--- config.mk ---
export PLATFORM = sky130hd
export DESIGN_NAME = useq_engine
export DESIGN_NICKNAME = d
export VERILOG_FILES = /design/src/rtl/useq_pkg.sv /design/src/rtl/useq_fetch_ctl.sv /design/src/rtl/useq_counter.sv /design/src/rtl/useq_store.sv /design/src/rtl/useq_engine.sv
export SDC_FILE = /design/constraint.sdc
export NUM_CORES = 1
export LEC_CHECK = 0
export ABC_AREA = 0
export ABC_CLOCK_PERIOD_IN_PS = 2900
export BUFFER_PORTS_ARGS = -buffer_cell sky130_fd_sc_hd__buf_4
export CORE_MARGIN = 5
export CORE_UTILIZATION = 39
export CTS_BUF_LIST = sky130_fd_sc_hd__clkbuf_8
export DETAILED_ROUTE_END_ITERATION = 6
export GPL_TIMING_DRIVEN = 1
export PLACE_DENSITY = 0.82
export SLEW_MARGIN = 20
export SYNTH_ARGS = -nofsm -noshare
export SYNTH_HDL_FRONTEND = slang
export SYNTH_SLANG_ARGS = --single-unit
--- constraint.sdc ---
create_clock -name clk -period 2.9 [get_ports clk]
set_clock_uncertainty 0.15 [all_clocks]
set_input_delay 0.29 -clock clk [delete_from_list [all_inputs] [get_ports clk]]
set_output_delay 0.29 -clock clk [all_outputs]
set_load 0.01 [all_outputs]
--- src/rtl/useq_pkg.sv ---
package useq_pkg;

  // Action taken by the address counter on the coming edge.
  typedef enum logic [1:0] {
    ACT_RESET = 2'd0,
    ACT_LOAD  = 2'd1,
    ACT_STEP  = 2'd2,
    ACT_WAIT  = 2'd3
  } useq_act_e;

  // Step lanes reserved per routine inside the control field.
  localparam int STEP_SLOTS = 4;
  localparam int ROUTINES   = 4;

  // Bit offset (above the address echo) of the marker for routine r, step s.
  function automatic int lane_of(input int routine, input int step);
    return routine * STEP_SLOTS + step;
  endfunction

  // Address arithmetic of the counter: advance by one, wrapping.
  function automatic logic [15:0] addr_next(input logic [15:0] a);
    return a + 16'd1;
  endfunction

endpackage

--- src/rtl/useq_fetch_ctl.sv ---
module useq_fetch_ctl
  import useq_pkg::*;
(
  input  logic      rst,
  input  logic      end_flag,
  input  logic      instr_valid,
  output useq_act_e act,
  output logic      load_en,
  output logic      step_en,
  output logic      fetch_req
);

  always_comb begin
    if (rst)                      act = ACT_RESET;
    else if (!end_flag)           act = ACT_STEP;
    else if (instr_valid)         act = ACT_LOAD;
    else                          act = ACT_WAIT;
  end

  assign load_en   = (act == ACT_LOAD);
  assign step_en   = (act == ACT_STEP);
  assign fetch_req = end_flag && !rst;

endmodule

--- src/rtl/useq_counter.sv ---
module useq_counter
  import useq_pkg::*;
#(
  parameter int ADDR_W = 10
) (
  input  logic              clk,
  input  logic              rst,
  input  logic              load_en,
  input  logic              step_en,
  input  logic [ADDR_W-1:0] din,
  output logic [ADDR_W-1:0] q
);

  logic [15:0] q_wide;
  logic [15:0] q_inc;

  assign q_wide = 16'(q);
  assign q_inc  = addr_next(q_wide);

  always_ff @(posedge clk) begin
    if (rst)          q <= '0;
    else if (load_en) q <= din;
    else if (step_en) q <= q_inc[ADDR_W-1:0];
  end

  // a preset copies the data inputs into the counter.
  a_r2_preset_loads: assert property (@(posedge clk) disable iff (rst)
    (!rst && load_en) |=> (q == $past(din)));

  // a step adds exactly one.
  a_r3_step_by_one: assert property (@(posedge clk) disable iff (rst)
    (!rst && step_en && !load_en) |=> (q == $past(q) + 1'b1));

endmodule

--- src/rtl/useq_store.sv ---
module useq_store
  import useq_pkg::*;
#(
  parameter int ADDR_W = 10,
  parameter int CTRL_W = 128,
  parameter int BASE_0 = 16,
  parameter int BASE_1 = 32,
  parameter int BASE_2 = 48,
  parameter int BASE_3 = (1 << ADDR_W) - 2
) (
  input  logic [ADDR_W-1:0] addr,
  output logic [CTRL_W-1:0] ctrl_word,
  output logic              end_flag
);

  localparam logic [ADDR_W-1:0] R0S0 = ADDR_W'(BASE_0);
  localparam logic [ADDR_W-1:0] R0S1 = ADDR_W'(BASE_0 + 1);
  localparam logic [ADDR_W-1:0] R0S2 = ADDR_W'(BASE_0 + 2);
  localparam logic [ADDR_W-1:0] R1S0 = ADDR_W'(BASE_1);
  localparam logic [ADDR_W-1:0] R1S1 = ADDR_W'(BASE_1 + 1);
  localparam logic [ADDR_W-1:0] R1S2 = ADDR_W'(BASE_1 + 2);
  localparam logic [ADDR_W-1:0] R1S3 = ADDR_W'(BASE_1 + 3);
  localparam logic [ADDR_W-1:0] R2S0 = ADDR_W'(BASE_2);
  localparam logic [ADDR_W-1:0] R3S0 = ADDR_W'(BASE_3);
  localparam logic [ADDR_W-1:0] R3S1 = ADDR_W'(BASE_3 + 1);

  // Control field of a programmed word: address echo, one step marker,
  // and the top "programmed" line.
  function automatic logic [CTRL_W-1:0] word_of(input logic [ADDR_W-1:0] a,
                                                 input int routine,
                                                 input int step);
    logic [CTRL_W-1:0] w;
    w = '0;
    w[ADDR_W-1:0] = a;
    w[ADDR_W + lane_of(routine, step)] = 1'b1;
    w[CTRL_W-1] = 1'b1;
    return w;
  endfunction

  always_comb begin
    ctrl_word = '0;
    end_flag  = 1'b1;
    case (addr)
      R0S0: begin ctrl_word = word_of(addr, 0, 0); end_flag = 1'b0; end
      R0S1: begin ctrl_word = word_of(addr, 0, 1); end_flag = 1'b0; end
      R0S2: begin ctrl_word = word_of(addr, 0, 2); end_flag = 1'b1; end
      R1S0: begin ctrl_word = word_of(addr, 1, 0); end_flag = 1'b0; end
      R1S1: begin ctrl_word = word_of(addr, 1, 1); end_flag = 1'b0; end
      R1S2: begin ctrl_word = word_of(addr, 1, 2); end_flag = 1'b0; end
      R1S3: begin ctrl_word = word_of(addr, 1, 3); end_flag = 1'b1; end
      R2S0: begin ctrl_word = word_of(addr, 2, 0); end_flag = 1'b1; end
      R3S0: begin ctrl_word = word_of(addr, 3, 0); end_flag = 1'b0; end
      R3S1: begin ctrl_word = word_of(addr, 3, 1); end_flag = 1'b1; end
      default: begin ctrl_word = '0; end_flag = 1'b1; end
    endcase
  end

endmodule

--- src/rtl/useq_engine.sv ---
module useq_engine
  import useq_pkg::*;
#(
  parameter int ADDR_W = 10,
  parameter int CTRL_W = 128,
  parameter int BASE_0 = 16,
  parameter int BASE_1 = 32,
  parameter int BASE_2 = 48
) (
  input  logic              clk,
  input  logic              rst,
  input  logic              instr_valid,
  input  logic [ADDR_W-1:0] instr_code,
  output logic              fetch_req,
  output logic [ADDR_W-1:0] upc,
  output logic [CTRL_W-1:0] ctrl_out
);

  localparam int BASE_3 = (1 << ADDR_W) - 2;

  // Named internal events, brought out for the assertions.
  logic      word_ends;
  logic      load_en;
  logic      step_en;
  useq_act_e act;

  useq_store #(
    .ADDR_W (ADDR_W),
    .CTRL_W (CTRL_W),
    .BASE_0 (BASE_0),
    .BASE_1 (BASE_1),
    .BASE_2 (BASE_2),
    .BASE_3 (BASE_3)
  ) u_store (
    .addr      (upc),
    .ctrl_word (ctrl_out),
    .end_flag  (word_ends)
  );

  useq_fetch_ctl u_ctl (
    .rst         (rst),
    .end_flag    (word_ends),
    .instr_valid (instr_valid),
    .act         (act),
    .load_en     (load_en),
    .step_en     (step_en),
    .fetch_req   (fetch_req)
  );

  useq_counter #(
    .ADDR_W (ADDR_W)
  ) u_cnt (
    .clk     (clk),
    .rst     (rst),
    .load_en (load_en),
    .step_en (step_en),
    .din     (instr_code),
    .q       (upc)
  );

  // leaving reset finds the counter at address 0.
  a_r1_reset_zero: assert property (@(posedge clk) disable iff (rst)
    $fell(rst) |-> (upc == '0));

  // waiting for an instruction leaves the address untouched.
  a_r4_wait_holds: assert property (@(posedge clk) disable iff (rst)
    (!rst && fetch_req && !instr_valid) |=> $stable(upc));

  // an accepted instruction is the very next address.
  a_r10_no_bubble: assert property (@(posedge clk) disable iff (rst)
    (!rst && fetch_req && instr_valid) |=> (upc == $past(instr_code)));

  // a non-terminating word never loads, whatever the input.
  a_r3_input_ignored: assert property (@(posedge clk) disable iff (rst)
    (!rst && !fetch_req) |-> (act == ACT_STEP && !load_en));

endmodule

; Word-level counts from Yosys, hierarchy flattened
; Cells that the tools add are included.
[classes]
reduce_logical = 4
muxes = 7
eq_ne = 12
n_addsub = 1
[op_table]
columns = op, count
row1 = $pmux 128 s10, 1
row2 = $eq 10x6->1 const B, 5
row3 = $eq 10x5->1 const B, 3
row4 = $eq 10x10->1 const B, 2
row5 = $mux 10, 2
row6 = $add 10x1->10 const B, 1
row7 = $mux 2, 3
row8 = $reduce_or 6->1, 1
row9 = $eq 2x1->1 const B, 1
row10 = $eq 2x2->1 const B, 1
row11 = $reduce_bool 2->1, 1
row12 = $logic_and 1x1->1, 1
row13 = $logic_not 1->1, 1
row14 = $mux 1, 1
[totals]
regBits = 10
out_inout_bits = 139

; Logic depth before layout (Yosys ltp)
; Gate-level depths: netlist (run 1).
[depth]
depth_word = 7
depth_mapped = 11
ltp_nobuf = 10

; Modules after synthesis
; A second synthesis (run 1) with hierarchy kept.
[hier_totals]
cells_unflattened = 229
hier_area_um2 = 1674.1
[modules_own_cells]
columns = mod, n_inst, area_each_um2, cells_per_inst
row1 = useq_store, 1, 1076.0, 156
row2 = useq_counter, 1, 563.0, 68
row3 = useq_fetch_ctl, 1, 35.0, 5

; Least setup slack after synthesis (run 1)
; Ideal clock, no wire load.
[synth_path]
path_type = register -> register
startpoint = register u_cnt.q[0]
endpoint = register u_cnt.q[3]
required_ps = 2622
path_stages_with_launch = 11
arrival_time_ps = 2513
slack_ps = 109
path_cell_list = dfxtp_1 inv_1 ha_1 o311a_1 o21ai_1 and3_1 ha_1 clkbuf_1 mux2_2 o22ai_1 nor2_1
[synth_via]
elab_chain_len = 6
[synth_lines]
columns = element, line
row1 = from (decl), useq_counter.sv:11  ; output logic [ADDR_W-1:0] q
row2 = from (signal assigned), useq_counter.sv:22  ; else if (load_en) q <= din;
row3 = from (signal assigned), useq_counter.sv:23  ; else if (step_en) q <= q_inc[ADDR_W-1:0];
row4 = $eq 10x5->1 (tied with other cells), useq_store.sv:43  ; case (addr)
row5 = $reduce_or 6->1 (no source line), n/a
row6 = $mux 2, useq_fetch_ctl.sv:15  ; else if (!end_flag) act = ACT_STEP;
row7 = $mux 2, useq_fetch_ctl.sv:14  ; if (rst) act = ACT_RESET;
row8 = $eq 2x1->1 or $eq 2x2->1 (tied branches), "useq_fetch_ctl.sv:20, useq_fetch_ctl.sv:21"
row9 = $mux 10 or $reduce_bool 2->1 (tied branches), n/a
; Parallel ways exist; a longest one is shown, timed or not. The select of a mux whose other input is x is not followed.
; A chain may end at the register's enable or synchronous reset.

; Final worst setup path (run 1)
[layout_path]
startpoint = register u_cnt.q[7]
endpoint = register u_cnt.q[8]
; The elaborated chain is that of the path after synthesis.

==> results.toml, run 1 <==
[clock_tree]
cts_inserted_buffers = 3
cts.htree.levels = 1
clock_latency_ns = 0.24
cts_root_buf = "clkbuf_8"
clock-sinks = 10
clk_pin_slew_ns = 0.05
max-clock-path-buffers = 2
cts_tree = "yes"

[detailed_routing]
drt_drc_violations_left = 0
routed.top_layer = "met4"
wirelength_microns = 4060
wire_per_inst_microns = 12.1
met3WireLength_microns = 697
vias_per_cell = 4.05
routed-via-count = 1354
drtIter0Drc = 63
wl_met2_microns = 1980
wl_met1_microns = 1330
postRouteAntennaNets = 0
dr.pass1.iters = 7

[power_and_ir_drop]
ir_worst_vdd_mv = 0.101
swShare_pct = 43.6
power_frac_seq_pct = 25.8
p_leak_nw = 1.01
pwr-share-comb_pct = 53.1
pwr-share-clk_pct = 21.1
switchingPower_mw = 0.304
powerDensity_nw_per_um2 = 389
p_int_mw = 0.394

[yosys]
synth.avg_cell_area_sq_um = 7.31
ys.flop_type = "dfxtp_1"
yosys_warnings = 0
ys_ff_latch = 10
syn-cell-area_sq_um = 1710
async_reset_ff_share_pct = 0
synth_cells = 234
synth_edf_count = 0
seq_area_frac_synth_pct = 11.7
synth.distinct_cells = 43

[setup_path]
path_buf_inv = 1
critPathTopFamily = "simple AND/OR/NAND/NOR gates"
end_kind = "flip-flop"
required_ns = 2.87
crit_chain = "nand2_1, or3_1, or2_1, a31o_1, ha_2, clkinvlp_4, a311oi_1, nor4_1"
worst_setup_path_start_kind = "flip-flop"
cpMaxStageDelayCell = "ha_2"
setup.worst_path.class = "flip-flop to flip-flop"
cp.depth = 8
critical_path_arrival_ns = 2.69
r2r_cells = 8
slowest_delay_ns = 0.44
path_max_fanout = 10

[final_layout]
top_register = "u_cnt.q"
utilization_pct = 41.8
largest_register_ffs = 10
layout.cells.most_common = "conb_1"
syn_to_final_growth_pct = 4.97
top_regs = "u_cnt.q x10"
final_cell_mix = "conb_1 (107), buf_4 (53), inv_1 (11), nand2_1 (11), a21oi_1 (10)"
diodes = 0
nNetsFinal = 302
drive_above_1_share_pct = 23.8

[global_route]
grt_max_degree = 13
grt_pass1_wl_microns = 5980
antenna_found_initial = 0
grt_use_total_pct = 12.3
grt_pass1_vias = 1217
gr-total-overflow = 0

[timing]
finalSetupViolations = 0
finalHoldViolations = 0
slew_violations = 0
max_freq_mhz = 367
finalCritPeriodShare_pct = 94.0
final_period_minus_worst_setup_slack_ns = 2.73
timing.setup.tns_ns = 0
rsz0062_at_grt = "false"

[floorplan]
core_sq_um = 4290
fp.dieH_microns = 76.3
placementRows = 24
start_util_pct = 39.9
dieArea_sq_um = 5810
die_w_microns = 76.3
io_pins = 152

[job]
drv_cap = 0

[placed_design]
port_buffers = 44
gp_congestion = 0.890
hpwl_microns = 3400

[status]
status = "complete, no violations"

[worst_hold_path]
hold_path_depth = 3
holdCritPathClass = "primary input to flip-flop"
==> Yosys cell counts (2+ instances only) <==
cell | count | area [sq um]
a211oi_1 | 4 | 30.0
a21oi_1 | 10 | 50.1
a31oi_1 | 2 | 12.5
and2_1 | 4 | 25.0
and3_1 | 5 | 31.3
buf_2 | 2 | 10.0
buf_4 | 107 | 803
clkbuf_1 | 5 | 18.8
dfxtp_1 | 10 | 200
ha_1 | 5 | 62.6
inv_1 | 12 | 45.0
nand2_1 | 11 | 41.3
nand2b_1 | 3 | 18.8
nand3_1 | 3 | 15.0
nor2_1 | 9 | 33.8
nor2b_1 | 4 | 25.0
nor3_1 | 3 | 15.0
nor4_1 | 3 | 18.8
o21a_1 | 2 | 15.0
o21ai_0 | 3 | 15.0
o21bai_1 | 3 | 22.5
o31ai_1 | 3 | 22.5
==> worst paths after layout <==
check / from / end / slack, ns
setup / recovery: u_cnt.q[7]$_SDFFE_PP0P_ / u_cnt.q[8]$_SDFFE_PP0P_ / 0.17
hold / removal: instr_code[0] / u_cnt.q[0]$_SDFFE_PP0P_ / 0.16
setup reg to reg: u_cnt.q[7]$_SDFFE_PP0P_ / u_cnt.q[8]$_SDFFE_PP0P_ / 0.17
hold reg to reg: u_cnt.q[7]$_SDFFE_PP0P_ / u_cnt.q[7]$_SDFFE_PP0P_ / 0.41
==> final cells by class <==
class | count | area, sq um
multi-input combinational | 204 | 1040
tap | 52 | 65.1
timing repair buffer | 53 | 398
clock buffer | 3 | 41.3
inverter | 12 | 48.8
sequential | 10 | 203
fill | 458 | 2500
==> worst register-to-register path: cells and delay by family, from the launching register on <==
| family | cells | cell delay, ns |
|---|---|---|
| and+or+nand+nor | 4 | 0.87 |
| AOI/OAI and AO/OA | 2 | 0.49 |
| adders and majority gates | 1 | 0.44 |
| DFF | 1 | 0.42 |
| buffers and inverters | 1 | 0.23 |
==> cells by family (layout without fill, tap and decap cells) <==
| family | Yosys count | in the layout | share of synthesized area [%] |
|---|---|---|---|
| buffers and inverters | 126 | 68 | 51.2 |
| and+or+nand+nor | 53 | 53 | 17.1 |
| adders and majority gates | 5 | 5 | 3.65 |
| other | 1 | 107 | 0.219 |
| AOI/OAI and AO/OA | 37 | 37 | 14.8 |
| muxes | 2 | 2 | 1.24 |
| DFF | 10 | 10 | 11.7 |
==> power groups by stage <==
stage / combinational, mW / sequential [mW] / clock (mW)
floorplan: 0.331 / 0.189 / 0
global placement: 0.351 / 0.180 / 0
detailed placement: 0.358 / 0.182 / 0
CTS: 0.359 / 0.179 / 0.150
global route: 0.405 / 0.184 / 0.156
finish: 0.371 / 0.181 / 0.147
==> per-layer routing <==
layer / global-route usage [%] / vias up
li1: - / 658
met1: 12.5 / 590
met2: 21.1 / 102
met3: 6.74 / 4
met4: 4.20 / 0
met5: 0 / -
==> per-stage QoR <==
stage / total power [mW] / cell area [sq um] / cells / hold slack, ns / setup WS [ns]
finish: 0.699 / 1800 / 334 / 0.161 / 0.173
global route: 0.745 / 1800 / 334 / 0.184 / 0.000680
CTS: 0.688 / 1780 / 334 / 0.161 / 0.0529
detailed placement: 0.539 / 1740 / 331 / 0.407 / 0.0701
global placement: 0.531 / 1740 / 331 / 0.393 / 0.173
floorplan: 0.520 / 2110 / 340 / 0.255 / 0.109
==> repair_timing <==
action,4_1_cts,5_1_grt
resized for setup,0,6
setup endpoints to repair,0,10
hold buffers,0,0
setup buffers,0,0
No activity file was read; power rests on OpenSTA's default activity.
==> inputs of run 2 (changes only) <==
--- a/config.mk
+++ b/config.mk
@@ -6,15 +6,16 @@
 export NUM_CORES = 1
 export LEC_CHECK = 0
 export ABC_AREA = 0
-export ABC_CLOCK_PERIOD_IN_PS = 2900
+export ABC_CLOCK_PERIOD_IN_PS = 2950
 export BUFFER_PORTS_ARGS = -buffer_cell sky130_fd_sc_hd__buf_4
 export CORE_MARGIN = 5
 export CORE_UTILIZATION = 39
 export CTS_BUF_LIST = sky130_fd_sc_hd__clkbuf_8
 export DETAILED_ROUTE_END_ITERATION = 6
 export GPL_TIMING_DRIVEN = 1
-export PLACE_DENSITY = 0.82
+export PLACE_DENSITY = 0.83
 export SLEW_MARGIN = 20
 export SYNTH_ARGS = -nofsm -noshare
 export SYNTH_HDL_FRONTEND = slang
+export SYNTH_HIERARCHICAL = 1
 export SYNTH_SLANG_ARGS = --single-unit
==> constraint.sdc (replaced) <==
create_clock -name clk -period 2.95 [get_ports clk]
set_clock_uncertainty 0.15 [all_clocks]
set_input_delay 0.295 -clock clk [delete_from_list [all_inputs] [get_ports clk]]
set_output_delay 0.295 -clock clk [all_outputs]
set_load 0.01 [all_outputs]
==> run 2 against run 1 <==
Compared with the run above: critical endpoint is now u_cnt/q[6]$_SDFFE_PP0P_; largest power group unchanged; sequential share of layout area rose by 0.45 points; cell area fell by 5.0%; cell count fell by 3.0%; clock power fell by 5%; critical path depth rose by 1; die area fell by 2.6%.
==> results.toml, run 2 <==
[final_layout]
layout.cells.most_common = "conb_1"
final_cell_mix = "conb_1 (107), buf_4 (50), nor2_1 (17)"
top_register = "u_cnt/q"
utilization_pct = 42.1
top_regs = "u_cnt/q x10"
drive_above_1_share_pct = 25.2
diodes = 0
nNetsFinal = 290
syn_to_final_growth_pct = 2.71
fillCellCount = 429
largest_register_ffs = 10

[setup_path]
required_ns = 2.97
slowest_delay_ns = 0.52
path_max_fanout = 10
end_kind = "flip-flop"
crit_chain = "nand4_1, or3_1, nor2_2, a31oi_1, nor2_1, nand2_1, or3_1, a21o_1, a21oi_2"
setup.worst_path.class = "flip-flop to flip-flop"
cpMaxStageDelayCell = "dfxtp_1"
critPathMostFrequentCell = "or3_1"
worst_setup_path_start_kind = "flip-flop"
critical_path_arrival_ns = 2.66

[detailed_routing]
wire_per_inst_microns = 11.7
vias_per_cell = 4.01
drtIter0Drc = 49
dr.pass1.iters = 4
wirelength_microns = 3790
routed-via-count = 1300
drt_drc_violations_left = 0
postRouteAntennaNets = 0

[power_and_ir_drop]
ir_worst_vdd_mv = 0.118
total_power_mw = 0.540
powerDensity_nw_per_um2 = 316
p_leak_nw = 0.953

[timing]
slew_violations = 0
fin_hold_ws_ns = 0.149
final_period_minus_worst_setup_slack_ns = 2.63
finalHoldViolations = 0
max_freq_mhz = 380
finalSetupViolations = 0
tightest_slew_ns = 0.608
finalCritPeriodShare_pct = 89.2
slew-limit-headroom_pct = 59.4
timing.setup.tns_ns = 0
rsz0062_at_grt = "false"

[status]
status = "complete, no violations"

[global_route]
grt_pass1_wl_microns = 5060
grt_use_total_pct = 11.8
gr-total-overflow = 0
grt_max_degree = 19
antenna_found_initial = 0
grt_pass1_vias = 1061

[placed_design]
hpwl_microns = 3180
gp_congestion = 0.860
port_buffers = 44

[clock_tree]
holdBufCountCts = 0
cts_inserted_buffers = 3
cts-resized-gates = 0
clk_pin_slew_ns = 0.05
cts_root_buf = "clkbuf_8"
max-clock-path-buffers = 2
post_cts_buffers = 0
cts.htree.levels = 1
cts_tree = "yes"
clock_latency_ns = 0.24
clock-sinks = 10

[yosys]
synth.avg_cell_area_sq_um = 7.32
synth_cells = 227
syn-cell-area_sq_um = 1660
yosys_warnings = 6

[job]
drv_cap = 0

[floorplan]
die_w_microns = 75.3
dieArea_sq_um = 5670
io_pins = 152
fp.dieH_microns = 75.3
start_util_pct = 40.9
core_sq_um = 4060
placementRows = 23

[worst_hold_path]
holdCritPathClass = "primary input to flip-flop"
## run 2: changes by cell type in the layout (fill, tap and decap cells not counted), moves of 3 or more
cell / previous run / this run
inv_2: 0 / 8
nand2b_1: 3 / 0
nor2_1: 9 / 17
a211oi_1: 4 / 0
inv_1: 11 / 1
xnor2_1: 0 / 7
buf_4: 53 / 50
o31ai_1: 3 / 0
and3_1: 5 / 1
nand4_1: 1 / 5
nand3_1: 3 / 7
o21bai_1: 3 / 0
## run 2: final timing paths
kind | startpoint | endpoint | slack [ns] | depth (start not counted)
hold / removal | instr_code[2] | u_cnt/q[2]$_SDFFE_PP0P_ | 0.15 | 3
setup reg to reg | u_cnt/q[4]$_SDFFE_PP0P_ | u_cnt/q[6]$_SDFFE_PP0P_ | 0.32 | 9
setup / recovery | u_cnt/q[4]$_SDFFE_PP0P_ | u_cnt/q[6]$_SDFFE_PP0P_ | 0.32 | 9
hold reg to reg | u_cnt/q[9]$_SDFFE_PP0P_ | u_cnt/q[9]$_SDFFE_PP0P_ | 0.51 | 2
## run 2: area by class of cell
class                   instances  area [sq um]  area share, %
clock buffers                   3          41.3           2.42
inverters                       9          33.8           1.98
multi-input cells             202           993           58.2
flip-flops and latches         10           200           11.7
well taps                      50          62.6           3.67
repair buffers                 50           375           22.0
## run 2: routing by layer
| metal | vias to the layer above | part of all wire, % | GRT usage, % |
|---|---|---|---|
| met3 | 6 | 18 | 5.34 |
| met5 | - | 0 | 0 |
| met4 | 0 | 1.6 | 5.24 |
| met2 | 96 | 48 | 19.0 |
| li1 | 620 | - | - |
| met1 | 578 | 32 | 13.4 |
## run 2: worst max-delay path, delay by kind of cell, from the launching register on
family,cells,cell delay [ns]
AO/OA/AOI/OAI,3,0.39
AND/OR/NAND/NOR,6,1.51
flip-flops,1,0.52
## run 2: per-stage QoR
stage / setup slack [ns] / cell area, sq um / std cells
3_5_place_dp: 0.363 / 1670 / 321
5_1_grt: 0.112 / 1710 / 324
6_report: 0.318 / 1710 / 324
4_1_cts: 0.341 / 1710 / 324
3_3_place_gp: 0.466 / 1670 / 321
2_1_floorplan: 0.288 / 2060 / 333
## run 2: report_power, final
group          total, mW  internal (mW)  switching (mW)
Clock              0.139         0.0891          0.0504
Combinational      0.231         0.0807           0.150
Sequential         0.170          0.146          0.0236
Total              0.540          0.316           0.224
==> inputs of run 3 (changes only) <==
--- a/config.mk
+++ b/config.mk
@@ -7,13 +7,14 @@
 export LEC_CHECK = 0
 export ABC_AREA = 0
 export ABC_CLOCK_PERIOD_IN_PS = 2950
-export BUFFER_PORTS_ARGS = -buffer_cell sky130_fd_sc_hd__buf_4
+export CAP_MARGIN = 30
 export CORE_MARGIN = 5
-export CORE_UTILIZATION = 39
+export CORE_UTILIZATION = 54
 export CTS_BUF_LIST = sky130_fd_sc_hd__clkbuf_8
 export DETAILED_ROUTE_END_ITERATION = 6
+export DONT_BUFFER_PORTS = 1
 export GPL_TIMING_DRIVEN = 1
-export PLACE_DENSITY = 0.83
+export PLACE_DENSITY = 0.68
 export SLEW_MARGIN = 20
 export SYNTH_ARGS = -nofsm -noshare
 export SYNTH_HDL_FRONTEND = slang
==> run 3 against run 2 <==
Compared with the run above: sequential share of layout area up 2.6 points; power shrank 2.4%; sequential power is 2% higher; cell area fell by 18%; first-iteration DRC count is 27% lower; fmax rose by 3.2%; via count is 12% lower; combinational power down 20%; hold slack got worse by 0.13 ns; sequential cell count stayed put; die area shrank 24%; critical path type unchanged.
==> results.toml, run 3 (synthesis gave the netlist of run 2 again) <==
[status]
status = "complete, no violations"

[timing]
finalHoldViolations = 0
max_freq_mhz = 392
slew_violations = 0
final_period_minus_worst_setup_slack_ns = 2.55
rsz0062_at_grt = "false"
finalCritPeriodShare_pct = 86.5
tightest_slew_ns = 0.645
timing.setup.tns_ns = 0
slew-limit-headroom_pct = 56.9
fin_hold_ws_ns = 0.0229
fin_ws_ns = 0.399
finalSetupViolations = 0

[placed_design]
hpwl_microns = 2790
gp_congestion = 0.822
postPlaceCellArea_sq_um = 1330
port_buffers = 0
pre_cts_ws_ns = 0.435
dp_cells = 262

[detailed_routing]
vias_per_cell = 4.27
wire_per_inst_microns = 12.5
drt_drc_violations_left = 0
postRouteAntennaNets = 0
drtIter0Drc = 36
wirelength_microns = 3340
dr.pass1.iters = 4
routed-via-count = 1139

[global_route]
grt_pass1_wl_microns = 4470
grt_max_degree = 19
antenna_found_initial = 0
grt_pass1_vias = 919
grt_use_total_pct = 13.1
gr-total-overflow = 0

[setup_path]
crit_chain = "nand4_1, or3_1, nor2_2, a31oi_1, nor2_1, buf_4, nand2_1, or3_1, a21o_1, a21oi_2"
setup.worst_path.class = "flip-flop to flip-flop"
critical_path_arrival_ns = 2.57
worst_setup_path_start_kind = "flip-flop"
required_ns = 2.97
critPathTopFamily = "simple AND/OR/NAND/NOR gates"
slowest_delay_ns = 0.52
critPathMostFrequentCell = "or3_1"
end_kind = "flip-flop"
path_max_fanout = 10
cpMaxStageDelayCell = "dfxtp_1"
path_buf_inv = 1

[final_layout]
syn_to_final_growth_pct = -16.1
seqCellArea_sq_um = 200
fin_area_sq_um = 1390
utilization_pct = 46.4
diodes = 0
nNetsFinal = 249
drive_above_1_share_pct = 12.0
final_cell_mix = "conb_1 (107), nor2_1 (17), dfxtp_1 (10)"
stdcell_count = 267
layout.cells.most_common = "conb_1"
largest_register_ffs = 10
fillCellCount = 352
multi_input_area_sq_um = 993
top_register = "u_cnt/q"
top_regs = "u_cnt/q x10"

[clock_tree]
clock_latency_ns = 0.23
clock-sinks = 10
max-clock-path-buffers = 2
cts_tree = "yes"
cts.htree.levels = 1
clk_pin_slew_ns = 0.05
cts_root_buf = "clkbuf_8"
cts_inserted_buffers = 3

[power_and_ir_drop]
powerDensity_nw_per_um2 = 378
power_frac_seq_pct = 33.0
pwr-share-comb_pct = 35.0
total_power_mw = 0.527
ir_worst_vdd_mv = 0.317
switchingPower_mw = 0.214
pwr-share-clk_pct = 32.0
p_int_mw = 0.313
swShare_pct = 40.5
p_leak_nw = 0.745

[floorplan]
start_util_pct = 55.3
dieArea_sq_um = 4290
io_pins = 152
die_w_microns = 65.5
core_sq_um = 3000
placementRows = 20
fp.dieH_microns = 65.5

[job]
drv_cap = 0

[worst_hold_path]
holdCritPathClass = "primary input to flip-flop"
-- run 3: cell type report --
type | instances | area share (%)
Multi-Input combinational cell | 202 | 71.3
Sequential cell | 10 | 14.4
Timing Repair Buffer | 9 | 5.03
Clock buffer | 4 | 3.95
Tap cell | 33 | 2.96
Inverter | 9 | 2.42
-- run 3: what timing repair did --
item	4_1_cts	5_1_grt
hold buffers	1	0
resized for setup	0	0
hold endpoints to repair	7	0
buffers inserted	0	0
-- run 3: final timing paths --
path | from | endpoint | slack (ns) | depth (start not counted)
max | u_cnt/q[8]$_SDFFE_PP0P_ | u_cnt/q[6]$_SDFFE_PP0P_ | 0.40 | 10
min | rst | u_cnt/q[8]$_SDFFE_PP0P_ | 0.02 | 1
max reg2reg | u_cnt/q[8]$_SDFFE_PP0P_ | u_cnt/q[6]$_SDFFE_PP0P_ | 0.40 | 10
min reg2reg | u_cnt/q[9]$_SDFFE_PP0P_ | u_cnt/q[9]$_SDFFE_PP0P_ | 0.56 | 2
-- run 3: power by group through the flow --
| stage | Combinational, mW | Sequential, mW | Clock [mW] |
|---|---|---|---|
| after detailed placement | 0.178 | 0.177 | 0 |
| after global routing | 0.207 | 0.177 | 0.183 |
| after CTS | 0.181 | 0.174 | 0.177 |
| final | 0.185 | 0.174 | 0.169 |
| after global placement | 0.176 | 0.176 | 0 |
| after floorplan | 0.253 | 0.176 | 0 |
-- run 3: metal layers --
layer  vias up  wire length (microns)  global-route usage, %
li1        539                      -                      -
met1       519                   1280                   16.5
met2        79                   1620                   21.1
met3         2                    431                   3.76
met4         0                     10                   4.66
met5         -                      0                      0
